**src/rtl/chg_pkg.sv**
```systemverilog
package chg_pkg;
  typedef enum logic [1:0] {
    LVL_LOW  = 2'b00,
    LVL_MID  = 2'b01,
    LVL_HIGH = 2'b10
  } lvl_e;
endpackage

```
**src/rtl/chg_step.sv**
```systemverilog
module chg_step #(
  parameter int CW = 16,
  parameter int FB = 8
) (
  input  logic [CW-1:0] cur,
  input  logic [CW-1:0] meas,
  input  logic [CW-1:0] spent,
  input  logic [CW-1:0] bound,
  input  logic [FB:0]   wt,
  output logic [CW-1:0] nxt,
  output logic          accept
);
  localparam int PW = CW + FB + 1;
  localparam logic [FB:0] ONE = (FB+1)'(1) << FB;

  logic [CW-1:0] drop, gap, blended;
  logic [FB:0]   w_eff, w_keep;
  logic [PW-1:0] prod_d, prod_m;
  logic [PW:0]   acc;

  always_comb begin
    drop    = (spent > cur) ? '0 : cur - spent;
    gap     = (cur >= meas) ? cur - meas : meas - cur;
    accept  = gap < bound;
    w_eff   = (wt > ONE) ? ONE : wt;
    w_keep  = ONE - w_eff;
    prod_d  = PW'(drop) * PW'(w_keep);
    prod_m  = PW'(meas) * PW'(w_eff);
    acc     = {1'b0, prod_d} + {1'b0, prod_m};
    blended = acc[FB +: CW];
    nxt     = accept ? blended : drop;
  end

  // the weighted mean must stay between its two operands
  always_comb begin
    if (accept) begin
      assert_blend_bounded_R4: assert ((blended >= drop || blended >= meas) &&
                                       (blended <= drop || blended <= meas));
    end
  end
endmodule

```
**src/rtl/chg_classify.sv**
```systemverilog
module chg_classify #(
  parameter int CW = 16
) (
  input  logic [CW-1:0] value,
  input  logic [CW-1:0] lo,
  input  logic [CW-1:0] hi,
  output chg_pkg::lvl_e lvl
);
  always_comb begin
    if (value <= lo)      lvl = chg_pkg::LVL_LOW;
    else if (value <= hi) lvl = chg_pkg::LVL_MID;
    else                  lvl = chg_pkg::LVL_HIGH;
  end
endmodule

```
**src/rtl/charge_tracker.sv**
```systemverilog
module charge_tracker #(
  parameter int          CW          = 16,
  parameter int          FB          = 8,
  parameter logic [CW-1:0] INIT_CHARGE = 16'd40000
) (
  input  logic          clk,
  input  logic          rst_n,
  input  logic          in_valid,
  input  logic [CW-1:0] meas,
  input  logic [CW-1:0] spent,
  input  logic [FB:0]   blend_wt,
  input  logic [CW-1:0] trust_bound,
  input  logic [CW-1:0] thr_low,
  input  logic [CW-1:0] thr_high,
  output logic [CW-1:0] est_q,
  output logic [1:0]    level_q
);
  import chg_pkg::*;

  logic [1:0]    sync_q;
  logic          rst_ok;
  logic [CW-1:0] step_nxt, est_d;
  logic          step_acc;
  lvl_e          lvl_d;

  always_ff @(posedge clk or negedge rst_n) begin
    if (!rst_n) sync_q <= 2'b00;
    else        sync_q <= {sync_q[0], 1'b1};
  end
  assign rst_ok = sync_q[1];

  chg_step #(.CW(CW), .FB(FB)) u_step (
    .cur(est_q), .meas(meas), .spent(spent), .bound(trust_bound),
    .wt(blend_wt), .nxt(step_nxt), .accept(step_acc)
  );

  chg_classify #(.CW(CW)) u_cls (
    .value(est_q), .lo(thr_low), .hi(thr_high), .lvl(lvl_d)
  );

  always_comb begin
    est_d = est_q;
    if (in_valid) est_d = step_nxt;
  end

  always_ff @(posedge clk or negedge rst_ok) begin
    if (!rst_ok) begin
      est_q   <= INIT_CHARGE;
      level_q <= LVL_LOW;
    end else begin
      if (in_valid) est_q <= est_d;
      level_q <= lvl_d;
    end
  end

  assert_hold_idle_R2: assert property (@(posedge clk) disable iff (!rst_ok)
    !in_valid |=> $stable(est_q));

  assert_reject_no_rise_R5: assert property (@(posedge clk) disable iff (!rst_ok)
    (in_valid && !step_acc) |=> est_q <= $past(est_q));

  assert_level_code_R7: assert property (@(posedge clk) disable iff (!rst_ok)
    level_q != 2'b11);

  assert_level_low_R8: assert property (@(posedge clk) disable iff (!rst_ok)
    (est_q <= thr_low) |=> level_q == 2'b00);

  assert_level_high_R8: assert property (@(posedge clk) disable iff (!rst_ok)
    (est_q > thr_low && est_q > thr_high) |=> level_q == 2'b10);
endmodule

```
**config.mk**
```make
export PLATFORM = sky130hd
export DESIGN_NAME = charge_tracker
export DESIGN_NICKNAME = d
export VERILOG_FILES = /design/src/rtl/chg_pkg.sv /design/src/rtl/chg_step.sv /design/src/rtl/chg_classify.sv /design/src/rtl/charge_tracker.sv
export SDC_FILE = /design/constraint.sdc
export NUM_CORES = 1
export LEC_CHECK = 0
export BUFFER_PORTS_ARGS = -buffer_cell sky130_fd_sc_hd__buf_4
export CAP_MARGIN = 15
export CELL_PAD_IN_SITES_DETAIL_PLACEMENT = 0
export CELL_PAD_IN_SITES_GLOBAL_PLACEMENT = 1
export CORE_ASPECT_RATIO = 0.6
export CORE_UTILIZATION = 40
export DETAILED_ROUTE_END_ITERATION = 10
export GPL_TIMING_DRIVEN = 0
export PLACE_DENSITY_LB_ADDON = 0.1
export SYNTH_ARGS = -nofsm -noshare
export SYNTH_HDL_FRONTEND = slang
export SYNTH_SLANG_ARGS = --single-unit
export TNS_END_PERCENT = 20
```
**constraint.sdc**
```tcl
create_clock -name clk -period 1 [get_ports clk]
set_clock_uncertainty 0.2 [all_clocks]
set_input_delay 0.1 -clock clk [delete_from_list [all_inputs] [get_ports clk]]
set_output_delay 0.1 -clock clk [all_outputs]
set_load 0.03 [all_outputs]
```
After elaboration in Yosys (flattened, before gate mapping) --
Cells that the tools add are included.
Storage, ports and cells: word-level logic and storage cells 22, input bits 92, output and inout port bits 18, bits in registers 20
Cells by class: muxes and demuxes 6, magnitude comparators 6, add/sub/neg operators 5, $mul 2
Operators by type and width (count):
- $mul A16 B9 Y24 | 2
- $mux W16 | 3
- $sub A16 B16 Y16 | 3
- $le A16 B16 Y1 | 2
- $add A24 B24 Y24 | 1
- $ge A16 B16 Y1 | 1
- $gt A16 B16 Y1 | 1
- $lt A16 B16 Y1 | 1
- $gt A9 B9 Y1 const B | 1
- $mux W9 | 1
- $sub A9 B9 Y9 const A | 1
- $mux W2 | 2

Logic depth before layout (Yosys ltp) --
depth in word-level cells 6, mapped depth 35, gate-level depth less buffers 34

Hierarchy --
A second synthesis with hierarchy kept.
Second synthesis, totals: cell total of the unflattened synthesis 1684, area, all modules 13664.4 sq um
Modules (own cells, without submodules):
- chg_step | instances 1, area each 12084.1 sq um, cells an instance 1533, sequential area each 0.0 sq um
- chg_classify | instances 1, area each 820.8 sq um, cells an instance 112, sequential area each 0.0 sq um
- charge_tracker | instances 1, area each 759.5 sq um, cells an instance 39, sequential area each 506.7 sq um

Worst setup path before layout --
Ideal clock, no wire load.
path type register to register, from reg est_q[0], to reg est_q[13], arrival 8.032 ns, stages on the path, launching flop included 36, required time 0.661 ns, path slack -7.370 ns, path buffers 2, period minus slack after synthesis 8.370 ns, setup time 0.139 ns, path through dfrtp_1 > inv_1 > ha_1 > inv_1 > fa_1 > a211oi_1 > o211ai_1 > nand3_1 > nand2_1 > clkbuf_1 > clkbuf_1 > nand2_1 > nor2_1 > fa_1 > inv_1 > fa_1 > inv_1 > fa_1 > inv_1 > fa_1 > inv_1 > fa_1 > inv_1 > fa_1 > inv_1 > ha_1 > o211ai_1 > o21ai_0 > a21bo_2 > a221o_1 > o21ai_0 > o21ai_0 > o22a_1 > a221oi_1 > xor2_1 > o221ai_1
On the way: cells in the longest elaborated chain, start to end 5, elaborated cells between the ends (all ways) 11, classes of those cells add/sub: 4; mul: 1; order compare: 3; mux: 3
RTL lines:
- from (decl) | line charge_tracker.sv:15 | output logic [CW-1:0] est_q,
- from (signal assigned) | line charge_tracker.sv:51 | if (in_valid) est_q <= est_d;
- $sub A16 B16 Y16 or $gt A16 B16 Y1 (tied branches) | line chg_step.sv:22 | drop = (spent > cur) ? '0 : cur - spent;
- $mux W16 | line chg_step.sv:22
- $mul A16 B9 Y24 | line chg_step.sv:27 | prod_d = PW'(drop) * PW'(w_keep);
- $add A24 B24 Y24 | line chg_step.sv:29 | acc = {1'b0, prod_d} + {1'b0, prod_m};
- $mux W16 * | line chg_step.sv:31 | nxt = accept ? blended : drop;
Mark *: on every way between the ends. The rest lies on a longest branch, timed or not. A chain may end at the register's enable or synchronous reset.

Worst setup path in the final report --
Ends and elaborated chain as after synthesis.

==> flow_summary_export.csv <==
group,metric,value,unit
setup_path,path_delay_family,"adder cells",
yosys,syn_avg_cell_area,7.97,um^2
die,initial_utilization,40.7,%
die,die_area,33800,um^2
place,dp_hpwl,36.2,mm
yosys,syn_nets,2150,
timing,finalHoldViolCount,2,
timing,report.final.slew_viol_count,0,
yosys,synth-xor-area-share,3.98,%
status,outcome,"finished, violations left",
setup_path,cp-end-kind,"flip-flop",
yosys,yosys_warnings,0,
setup_path,crit_type,"reg2reg",
timing,tns,-115.73,ns
detailed_routing,via_per_inst,5.03,
die,io_pins,110,
yosys,synth_common_cells,"inv_1, fa_1, nand2_1, ha_1, nor2_1",
timing,period_needed,8.20,ns
clock_tree,clk_path_buf_depth,2,
yosys,yosysSeqAreaShare,3.84,%
finish,nets,2321,
timing,slew_headroom,40.1,%
global_routing,grt_max_degree,19,
yosys,ys_types,58,
status,violations,"negative hold slack, negative setup slack",
yosys,synthMuxAreaShare,1.20,%
detailed_routing,wl,42.3,mm
clock_tree,clk_latency,0.27,ns
yosys,yosys.area_share.simple,14.8,%
yosys,synth_edf_count,0,
clock_tree,root_buffer,"clkbuf_16",
timing,worst_slack,-7.20,ns
setup_path,crit_buf_inv,9,
finish,final_layout_size_suffix_gt1_share,18.2,%
yosys,synthDominantCellAreaShare,35.8,%
timing,finalCritPeriodShare,820,%
clock_tree,holdBufCountCts,1,
global_routing,grt_pass1_wl,66.5,mm
setup_path,critPathMaxFanout,7,
yosys,synth_area,13200,um^2
yosys,synthTopCellsByArea,"fa_1, ha_1, inv_1, nand2_1, nor2_1",
setup_path,cp-start-kind,"flip-flop",
detailed_routing,wl_per_cell,18.8,um
yosys,synth_fa_ha_area_share,51.4,%
yosys,synthFlopType,"dfrtp_1",
detailed_routing,num_vias,11300,
yosys,synth_top_family_by_area,"adder cells",
detailed_routing,drtAntennaViolNets,0,
die,die_h,143,um
clock_tree,cts_tree,"done",
setup_path,required,0.93,ns
timing,timing.hold.ws,-0.0348,ns
flow_run,drv_cap,0,
yosys,synth.most_common_cell,"inv_1",
yosys,synth_top_area_cell,"fa_1",
finish,num_antenna_cells,0,
place,io_buffers,109,
clock_tree,htreeDepth,1,
timing,setup_violations,36,
detailed_routing,drc,0,
detailed_routing,drt_first_pass_iters,5,
die,die-width,237,um
worst_hold_path,hold_class,"in2async",
setup_path,crit_arrival,8.12,ns
detailed_routing,drtIter0Drc,728,
yosys,synth_cells,1657,
global_routing,grt.overflow.total,0,
die,core,32500,um^2
clock_tree,numCtsBuffers,3,
clock_tree,cts.clk_slew.worst_paths,0.06,ns
setup_path,crit_path_frequent_cell,"fa_1",
timing,tightest_slew,0.898,ns
setup_path,slowest_delay,0.57,ns
global_routing,antenna_found_initial,0,
clock_tree,cts.sink_count,20,
yosys,ys_seq_elements,20,
place,globalplace.congestion,0.915,
yosys,synth_compound_area_share,10.9,%
global_routing,grtUsageTotal,26.1,%
global_routing,grt_pass1_vias,11600,
die,rows,51,
timing,rsz0062_at_grt,"yes",
finish,syn2layout_area_growth,21.8,%
setup_path,critPathSlowestCell,"fa_2",
yosys,synthArstFlopShare,100,%
timing,fmax,122,MHz
[final cells by class]
cell class | count | area [um^2]
Tap cell | 424 | 531
Sequential cell | 20 | 526
Clock buffer | 4 | 88.8
Buffer | 57 | 304
Inverter | 427 | 1610
Timing Repair Buffer | 167 | 1370
Fill cell | 3301 | 16400
Multi-Input combinational cell | 1152 | 11700
[metrics by stage]
stage	util [%]	hold WS (ns)	cell area (um^2)	worst slack (ns)	std cells
finish	49.5	-0.0348	16100	-7.20	2251
floorplan	-	-0.396	13400	-6.65	1657
global placement	45.4	-0.317	14700	-8.94	2190
detailed placement	45.4	-0.315	14700	-8.62	2191
CTS	48.4	-0.0350	15700	-7.02	2235
global route	49.5	-0.0265	16100	-7.43	2251
[registers in the layout (all words and copies together), names as in the netlist]
name     cells
level_q      2
est_q       16
sync_q       2
[worst register-to-register path: cells and delay by family, from the launching register on]
kind	cells	cell delay, ns
AOI/OAI and AO/OA	11	2.35
xor gates and xnor gates	1	0.27
adders and majority gates	9	3.64
buffers and inverters	9	0.79
DFF	1	0.44
and+or+nand+nor	4	0.37
[cell families (layout without fill, tap and decap cells)]
| logic type | Yosys count | in the layout |
|---|---|---|
| buffers and inverters | 485 | 655 |
| XOR/XNOR | 60 | 60 |
| adder cells (fa/ha/maj) | 401 | 401 |
| other | 1 | 1 |
| AND/OR/NAND/NOR | 447 | 447 |
| multiplexers | 15 | 15 |
| flip-flops | 20 | 20 |
| AO/OA/AOI/OAI | 228 | 228 |
[routing by layer]
layer	track usage [%]	share of wire (%)	up-vias
met5	0	0	-
met4	3.14	1.2	0
met3	4.08	7.5	23
met2	36.9	39	342
met1	41.9	52	5583
li1	-	-	5384
[timing repair]
action	in CTS	in global routing
resized for setup	130	64
setup endpoints to repair	54	36
gates cloned	0	0
pin swaps	41	37
buffers inserted	40	17
hold endpoints to repair	2	2
[placed cells by master, fill, tap and decap left out, drive strengths merged, types with 15 or more instances in the layout]
cell | Yosys | final
a21o | 27 | 27
clkbuf | 49 | 52
o21ai | 52 | 52
nand2 | 168 | 168
and2 | 35 | 35
nor2 | 161 | 161
inv | 426 | 425
nand3 | 17 | 17
o21a | 19 | 19
dfrtp | 15 | 15
ha | 165 | 165
a21oi | 78 | 78
fa | 236 | 236
xor2 | 21 | 21
xnor2 | 39 | 39
buf | 9 | 175
[final timing paths]
check / start / end / slack, ns / depth (start not counted)
min in group clk: in_valid / est_q[9]$_DFFE_PN0P_ / 0.07 / 3
setup reg to reg: est_q[0]$_DFFE_PN0P_ / est_q[13]$_DFFE_PN0P_ / -7.20 / 34
max in group asynchronous: sync_q[1]$_DFF_PN0_ / est_q[1]$_DFFE_PN0P_ / 0.21 / 0
hold reg to reg: sync_q[1]$_DFF_PN0_ / level_q[0]$_DFF_PN0_ / 0.02 / 0
hold / removal: rst_n / sync_q[1]$_DFF_PN0_ / -0.03 / 2
setup / recovery: est_q[0]$_DFFE_PN0P_ / est_q[13]$_DFFE_PN0P_ / -7.20 / 34
Power is not shown: default switching activity piles up to over one toggle a cycle in this logic, so the estimate is an artifact.
